==> src/rtl/rob_resize_pkg.sv <==
package rob_resize_pkg;
  localparam int IW     = 4;
  localparam int DEPTH  = 64;
  localparam int DW     = 16;
  localparam int HALF   = DEPTH / 2;
  localparam int PTRW   = $clog2(DEPTH);
  localparam int BW     = PTRW + 1;
  localparam int CNTW   = $clog2(DEPTH + 1);
  localparam int LANEW  = $clog2(IW + 1);

  typedef enum logic [1:0] {
    SZ_HALF  = 2'd0,
    SZ_WAKE  = 2'd1,
    SZ_FULL  = 2'd2,
    SZ_DRAIN = 2'd3
  } sizeState_t;

  typedef struct packed {
    logic capFull;
    logic partEnable;
  } sizeStrobe_t;
endpackage

==> src/rtl/rob_size_ctrl.sv <==
module rob_size_ctrl
  import rob_resize_pkg::*;
(
  input  logic        clk,
  input  logic        rst_n,
  input  logic        missActive,
  input  logic        lowerOnly,
  output sizeStrobe_t strobe
);
  sizeState_t stateQ, stateD;

  always_comb begin
    stateD = stateQ;
    unique case (stateQ)
      SZ_HALF: if (missActive) stateD = SZ_WAKE;
      SZ_WAKE: stateD = SZ_FULL;
      SZ_FULL, SZ_DRAIN: begin
        if (missActive)     stateD = SZ_FULL;
        else if (lowerOnly) stateD = SZ_HALF;
        else                stateD = SZ_DRAIN;
      end
      default: stateD = SZ_HALF;
    endcase
  end

  always_ff @(posedge clk) begin
    if (!rst_n) stateQ <= SZ_HALF;
    else        stateQ <= stateD;
  end

  always_comb begin
    strobe.capFull    = (stateQ == SZ_FULL) || (stateQ == SZ_DRAIN);
    strobe.partEnable = (stateQ != SZ_HALF);
  end

  AST_MISS_WAKES: assert property (@(posedge clk) disable iff (!rst_n)
    (!strobe.partEnable && missActive) |=> (strobe.partEnable && !strobe.capFull));
  AST_WAKE_ONE_CYCLE: assert property (@(posedge clk) disable iff (!rst_n)
    (strobe.partEnable && !strobe.capFull) |=> strobe.capFull);
  AST_HOLD_IN_MISS: assert property (@(posedge clk) disable iff (!rst_n)
    (strobe.capFull && missActive) |=> strobe.capFull);
endmodule

==> src/rtl/rob_entry_store.sv <==
module rob_entry_store
  import rob_resize_pkg::*;
(
  input  logic               clk,
  input  logic               rst_n,
  input  sizeStrobe_t        strobe,
  input  logic [LANEW-1:0]   allocCnt,
  output logic               allocOk,
  output logic [IW*PTRW-1:0] allocTags,
  input  logic               wbValid,
  input  logic [PTRW-1:0]    wbTag,
  input  logic [DW-1:0]      wbData,
  input  logic [LANEW-1:0]   commitCnt,
  output logic [IW-1:0]      commitRdy,
  output logic [IW*DW-1:0]   commitData,
  input  logic               flush,
  output logic [CNTW-1:0]    usedCount,
  output logic               lowerOnly
);
  localparam logic [BW-1:0] FULL_B = BW'(DEPTH);
  localparam logic [BW-1:0] HALF_B = BW'(HALF);

  logic [PTRW-1:0] headQ, tailQ;
  logic            wrapQ;
  logic [BW-1:0]   headLimQ;
  logic [CNTW-1:0] countQ;
  logic [DEPTH-1:0] liveQ, doneQ;
  logic [DW-1:0]   dataQ [DEPTH];

  logic [BW-1:0]   curBound, headBound, freeCnt;
  logic [BW-1:0]   tailSum, tailNext, headSum, headNext;
  logic [PTRW-1:0] effTail;
  logic            unwrap, effWrap, tailWrap, headWrap, wrapNext, emptyNext;
  logic [LANEW-1:0] allocN, commitN;
  logic [CNTW-1:0] countNext;
  logic [PTRW-1:0] tagIdx  [IW];
  logic [PTRW-1:0] headIdx [IW];
  logic            wbSel;

  function automatic logic [BW-1:0] wrapAdd(input logic [BW-1:0] base,
                                            input logic [BW-1:0] inc,
                                            input logic [BW-1:0] bound);
    logic [BW-1:0] s;
    s = base + inc;
    return (s >= bound) ? (s - bound) : s;
  endfunction

  // pointer arithmetic and grant
  always_comb begin
    curBound = strobe.capFull ? FULL_B : HALF_B;
    unwrap   = wrapQ && (tailQ == '0) && (headLimQ < curBound);
    effTail  = unwrap ? headLimQ[PTRW-1:0] : tailQ;
    effWrap  = wrapQ && !unwrap;
    freeCnt  = effWrap ? ({1'b0, headQ} - {1'b0, effTail})
                       : (curBound - {1'b0, effTail} + {1'b0, headQ});
    allocOk  = !flush && (BW'(allocCnt) <= freeCnt);
    allocN   = allocOk ? allocCnt : '0;
    for (int i = 0; i < IW; i++) begin
      logic [BW-1:0] t;
      t = wrapAdd({1'b0, effTail}, BW'(i), curBound);
      tagIdx[i] = t[PTRW-1:0];
      allocTags[i*PTRW +: PTRW] = t[PTRW-1:0];
    end
    tailSum  = {1'b0, effTail} + BW'(allocN);
    tailWrap = (tailSum >= curBound);
    tailNext = tailWrap ? (tailSum - curBound) : tailSum;
  end

  // head-side readiness and retirement
  always_comb begin
    logic prev;
    headBound = effWrap ? headLimQ : curBound;
    prev      = 1'b1;
    commitN   = '0;
    for (int i = 0; i < IW; i++) begin
      logic [BW-1:0] h;
      h = wrapAdd({1'b0, headQ}, BW'(i), headBound);
      headIdx[i]   = h[PTRW-1:0];
      commitRdy[i] = prev && (CNTW'(i) < countQ) && liveQ[headIdx[i]] && doneQ[headIdx[i]];
      prev         = commitRdy[i];
      commitData[i*DW +: DW] = dataQ[headIdx[i]];
      if (!flush && commitRdy[i] && (LANEW'(i) < commitCnt)) commitN = commitN + 1'b1;
    end
    headSum   = {1'b0, headQ} + BW'(commitN);
    headWrap  = (headSum >= headBound);
    headNext  = headWrap ? (headSum - headBound) : headSum;
    wrapNext  = tailWrap ? 1'b1 : (headWrap ? 1'b0 : effWrap);
    countNext = countQ + CNTW'(allocN) - CNTW'(commitN);
    emptyNext = flush || (countNext == '0);
    lowerOnly = emptyNext || (!wrapNext && (headNext < HALF_B) && (tailNext < HALF_B));
    wbSel     = (wbTag < PTRW'(HALF)) || strobe.partEnable;
  end

  always_ff @(posedge clk) begin
    if (!rst_n) begin
      headQ    <= '0;
      tailQ    <= '0;
      wrapQ    <= 1'b0;
      headLimQ <= HALF_B;
      countQ   <= '0;
      liveQ    <= '0;
      doneQ    <= '0;
    end else if (flush) begin
      headQ  <= '0;
      tailQ  <= '0;
      wrapQ  <= 1'b0;
      countQ <= '0;
      liveQ  <= '0;
    end else begin
      countQ <= countNext;
      if (emptyNext) begin
        headQ <= '0;
        tailQ <= '0;
        wrapQ <= 1'b0;
      end else begin
        headQ <= headNext[PTRW-1:0];
        tailQ <= tailNext[PTRW-1:0];
        wrapQ <= wrapNext;
      end
      if (tailWrap) headLimQ <= curBound;
      if (wbValid && wbSel && liveQ[wbTag]) doneQ[wbTag] <= 1'b1;
      for (int i = 0; i < IW; i++) begin
        if (LANEW'(i) < commitN) liveQ[headIdx[i]] <= 1'b0;
        if (LANEW'(i) < allocN) begin
          liveQ[tagIdx[i]] <= 1'b1;
          doneQ[tagIdx[i]] <= 1'b0;
        end
      end
    end
  end

  always_ff @(posedge clk) begin
    if (wbValid && wbSel && liveQ[wbTag] && !flush) dataQ[wbTag] <= wbData;
  end

  assign usedCount = countQ;

  AST_NO_OVERFLOW: assert property (@(posedge clk) disable iff (!rst_n)
    countQ <= CNTW'(curBound));
  AST_UPPER_DARK: assert property (@(posedge clk) disable iff (!rst_n)
    !strobe.partEnable |-> (liveQ[DEPTH-1:HALF] == '0));
  AST_FLUSH_EMPTIES: assert property (@(posedge clk) disable iff (!rst_n)
    flush |=> ((countQ == '0) && (liveQ == '0)));
  AST_SHRINK_DRAINED: assert property (@(posedge clk) disable iff (!rst_n)
    $fell(strobe.partEnable) |-> (!wrapQ && (headQ < PTRW'(HALF)) && (tailQ < PTRW'(HALF))));
  AST_COUNT_MATCHES_LIVE: assert property (@(posedge clk) disable iff (!rst_n)
    $countones(liveQ) == int'(countQ));
endmodule

==> src/rtl/rob_resize_top.sv <==
module rob_resize_top
  import rob_resize_pkg::*;
(
  input  logic               clk,
  input  logic               rst_n,
  input  logic [LANEW-1:0]   allocCnt,
  output logic               allocOk,
  output logic [IW*PTRW-1:0] allocTags,
  input  logic               wbValid,
  input  logic [PTRW-1:0]    wbTag,
  input  logic [DW-1:0]      wbData,
  input  logic [LANEW-1:0]   commitCnt,
  output logic [IW-1:0]      commitRdy,
  output logic [IW*DW-1:0]   commitData,
  input  logic               flush,
  input  logic               missActive,
  output logic               partEnable,
  output logic [CNTW-1:0]    usedCount
);
  sizeStrobe_t strobe;
  logic        lowerOnly;

  rob_size_ctrl ctrl_i (
    .clk        (clk),
    .rst_n      (rst_n),
    .missActive (missActive),
    .lowerOnly  (lowerOnly),
    .strobe     (strobe)
  );

  rob_entry_store store_i (
    .clk        (clk),
    .rst_n      (rst_n),
    .strobe     (strobe),
    .allocCnt   (allocCnt),
    .allocOk    (allocOk),
    .allocTags  (allocTags),
    .wbValid    (wbValid),
    .wbTag      (wbTag),
    .wbData     (wbData),
    .commitCnt  (commitCnt),
    .commitRdy  (commitRdy),
    .commitData (commitData),
    .flush      (flush),
    .usedCount  (usedCount),
    .lowerOnly  (lowerOnly)
  );

  assign partEnable = strobe.partEnable;
endmodule

==> config.mk <==
export PLATFORM = sky130hd
export DESIGN_NAME = rob_resize_top
export DESIGN_NICKNAME = d
export VERILOG_FILES = /design/src/rtl/rob_resize_pkg.sv /design/src/rtl/rob_size_ctrl.sv /design/src/rtl/rob_entry_store.sv /design/src/rtl/rob_resize_top.sv
export SDC_FILE = /design/constraint.sdc
export NUM_CORES = 2
export LEC_CHECK = 0
export BUFFER_PORTS_ARGS = -buffer_cell sky130_fd_sc_hd__buf_2
export CELL_PAD_IN_SITES_DETAIL_PLACEMENT = 0
export CELL_PAD_IN_SITES_GLOBAL_PLACEMENT = 1
export CORE_MARGIN = 10
export CORE_UTILIZATION = 30
export CTS_CLUSTER_SIZE = 8
export DETAILED_ROUTE_END_ITERATION = 6
export GPL_TIMING_DRIVEN = 1
export PLACE_DENSITY = 0.51
export SLEW_MARGIN = 20
export SYNTH_ARGS = -nofsm -noshare
export SYNTH_HDL_FRONTEND = slang
export SYNTH_HIERARCHICAL = 1
export SYNTH_SLANG_ARGS = --single-unit
==> constraint.sdc <==
create_clock -name clk -period 19.1 [get_ports clk]
set_clock_uncertainty 0.1 [all_clocks]
set_input_delay 3.82 -clock clk [delete_from_list [all_inputs] [get_ports clk]]
set_output_delay 3.82 -clock clk [all_outputs]
set_load 0.01 [all_outputs]
==> results.md <==
* Mapped cell area at 78900 um^2
* Cells on worst reg2reg path at 27
* EDFF count, synth at approximately 1000
* Die width at 533 um
* R2R Path End: ctrl_i/stateQ[1]
* Max-cap violation count at 0
* Most common cell on crit path: buf_4
* Number of global-route vias before repair at 58500
* End of the worst hold path: store_i/doneQ[35]
* Slew @ Worst Pin at 1.32 ns
* Routed vias/inst at 6.71
* Layout Utilization at 0.342
* WP buf/inv at 5
* Crit share post-route at 0.595
* I/O Buffers at 133
* Root Driver: clkbuf_16
* Global-route wire length before repair at 530000 um
* Worst Setup Start Kind: register
* Crit path max-delay family: buffers and inverters
* Post-CTS sizing at 0
* Area share of the largest cell type after synthesis at 0.390
* Initial Util at 0.301
* Crit path DAT at 7.45 ns
* Maximum vdd ir drop at about 90 uV
* TritonCTS clock tree: yes
* FF+latch count, synth at 1176
* Drt drc at 0
* Antenna-violating nets left at 0
* Max-slew headroom at 0.115
* Worst Path Required at 15.18 ns
* Synth warnings at 6
* CP Capture Type: output port
* Min-Delay Path Class: reg -> reg
* Final hold violation count at 0
* Dpl hpwl at between 200000 and 300000 um
* Clock Tree Buf Depth at 3
* Asr flop ratio synth at 0
* Max Slew Vio Count at 0
* Synth Flop Type: edfxtp_1
* Hold_buf cts at 0
* Gr ovfl total at 0
* Post-route setup TNS at 0 ns
* Htree depth at 4
* Syn Inst Count at 5354
* Number of buffers created by CTS at between 150 and 200
* Layout fillers at 25300
* Reg-to-Reg Start: store_i/headQ[0]
* Pwr/cell area at 79.0 nW/um^2
* Post-synthesis cell type count at 97
* GRT Util Overall at 0.267
* Max Fanout on Critical Path at 27
* Post-CTS Setup Repair Bufs at 0
* Top cells by area, synth: edfxtp_1 39%, mux4_2 36%, dfxtp_1 3.9%
* Hold Path Stages at 1
* Via count at 60500
* DRT Pass-1 Iters at 6
* Worst skew pair latency at 0.84 ns
* Most frequent standard cell in the layout excluding fill and tap cells: mux4_2
* Status: finished clean
* CP Cell Sequence: inv_1 -> ha_1 -> o21ai_0 -> a31oi_1 -> o21ai_0 -> buf_4 -> ha_1 -> nand3_1 -> nor2_1 -> a32oi_1 -> nand2_4 -> buf_4 -> buf_4 -> mux4_2 -> nand2_1 -> and3_1 -> a31oi_1 -> buf_2
* Final #Nets at ~5500
* Clock transition at path regs at 0.06 ns
* Die Ht at 533 um
* Worst path slowest cell: buf_4
* Rows at 188
* Hold path start: store_i/doneQ[35]
* Io pins at 134
* Achievable Freq at about 88 MHz
* Core area at around 260000 um^2
* Die area at 284000 um^2
* Minimum clock period at 11.37 ns
* Post-synthesis sequential area ratio at 0.428
* DR iter-0 viols at around 9300
* Final wirelength at 393000 um
* Crit Path Class: reg -> out
* Share of cells above drive strength 1 at 0.362
* Unrepaired setup endpoints after global routing: false
* Largest net degree at the start of global routing at 122
* Worst path max stage delay at 0.72 ns
* Leak at ~27 nW
* CP Depth at 18
* R2R setup slack at 9.00 ns
* Initial antenna violation count at 36
* Final Wtd Congestion at between 0.9 and 1
* Final setup violating endpoints at 0
* Area leader, netlist: edfxtp_1
* Clock sink count at around 1200
* Drt wl/cell at 43.5 um
* Syn Area/Cell at 14.7 um^2
* Post-Syn Nets at around 5500
* Area Overhead vs Synth at 13.7%
* Commonest non-fill, non-tap cells in the layout: 1254 x mux4_2, 1024 x edfxtp_1, 374 x nand2_1
area by class of cell:
type | count | area (um^2) | area share
multi-input cells | 3621 | 43700 | 0.487
flip-flops and latches | 1176 | 33800 | 0.377
clock buffers | 206 | 4500 | 0.0502
well taps | 3515 | 4400 | 0.0490
repair buffers | 375 | 2630 | 0.0293
inverters | 88 | 345 | 0.00385
clock inverters | 18 | 279 | 0.00311
diodes | 25 | 62.6 | 0.000697
how the worst max path moves through the flow:
| stage | startpoint | end | slack, ns |
|---|---|---|---|
| 2_1_floorplan | store_i/headQ[0] | commitData[24] | 9.40 |
| 6_report | ctrl_i/stateQ[1] | commitData[61] | 7.73 |
| 4_1_cts | ctrl_i/stateQ[1] | commitData[61] | 7.62 |
| 3_3_place_gp | ctrl_i/stateQ[1] | commitData[61] | 8.51 |
| 5_1_grt | ctrl_i/stateQ[1] | commitData[61] | 7.37 |
| 3_5_place_dp | ctrl_i/stateQ[1] | commitData[61] | 8.54 |
Yosys cell counts (all sizes together) (31+ instances only):
cell / count
mux4: 1254
xnor2: 31
edfxtp: 1024
dfxtp: 152
inv: 82
clkbuf: 277
nor3: 128
mux2i: 160
buf: 192
nor2: 277
and3: 36
nand3: 194
o21ai: 198
nand2: 379
a21oi: 129
a211oi: 59
o22ai: 118
ha: 68
nor4: 52
a31oi: 31
flip-flops by register name, summed over array words and instances (netlist names):
| name | cells |
|---|---|
| store_i/headQ | 6 |
| store_i/tailQ | 6 |
| store_i/doneQ | 64 |
| store_i/headLimQ | 2 |
| store_i/dataQ | 1024 |
| store_i/usedCount | 7 |
| ctrl_i/stateQ | 2 |
| store_i/wrapQ | 1 |
| store_i/liveQ | 64 |
where the power goes:
group,internal [mW],switching (mW),total (mW)
Sequential,2.80,0.0165,2.82
Clock,1.64,1.22,2.86
Combinational,0.382,1.02,1.41
metrics by stage:
| stage | instances | power [mW] | worst slack [ns] | area (um^2) | hold slack, ns |
|---|---|---|---|---|---|
| floorplan | 5354 | 3.49 | 9.40 | 78900 | 0.368 |
| global placement | 8770 | 4.24 | 8.51 | 84700 | 0.380 |
| detailed placement | 8772 | 4.24 | 8.54 | 84800 | 0.388 |
| CTS | 8996 | 7.10 | 7.62 | 89600 | 0.402 |
| global route | 9013 | 7.27 | 7.37 | 89700 | 0.410 |
| finish | 9024 | 7.08 | 7.73 | 89700 | 0.403 |
kinds of logic after synthesis:
| kind of cell | Yosys count | share of synthesized area |
|---|---|---|
| XOR/XNOR | 47 | 0.00541 |
| multiplexers | 1435 | 0.381 |
| AO/OA/AOI/OAI | 830 | 0.0707 |
| adder cells (fa/ha/maj) | 81 | 0.0141 |
| buffers and inverters | 557 | 0.0274 |
| AND/OR/NAND/NOR | 1228 | 0.0729 |
| flip-flops | 1176 | 0.428 |
metal layers:
| metal | track usage | up-vias | part of all wire |
|---|---|---|---|
| met1 | 0.351 | 32300 | 0.39 |
| met2 | 0.399 | 4464 | 0.44 |
| met3 | 0.0782 | 845 | 0.11 |
| met5 | 0.00216 | - | 0.00041 |
| met4 | 0.138 | 14 | 0.062 |
| li1 | - | 22900 | - |
worst reg2reg max path: stages (launching register included):
cell	delay, ns
dfxtp_4	0.65
inv_8	0.29
ha_1	0.45
xnor2_2	0.19
buf_4	0.42
buf_4	0.67
buf_4	0.72
nand2_1	0.57
o22ai_1	0.60
a2bb2oi_1	0.66
a311oi_1	0.09
or3_1	0.65
nand3_1	0.30
or2_1	0.27
xnor2_1	0.23
ha_1	0.24
inv_1	0.06
fa_1	0.41
nor2b_1	0.29
nor2_1	0.07
nor3_1	0.35
ha_1	0.31
and4_1	0.20
a31oi_1	0.26
mux2_2	0.38
o31ai_1	0.27
nand3b_1	0.10
and3_1	0.19
No activity file was read; power rests on OpenSTA's default activity.
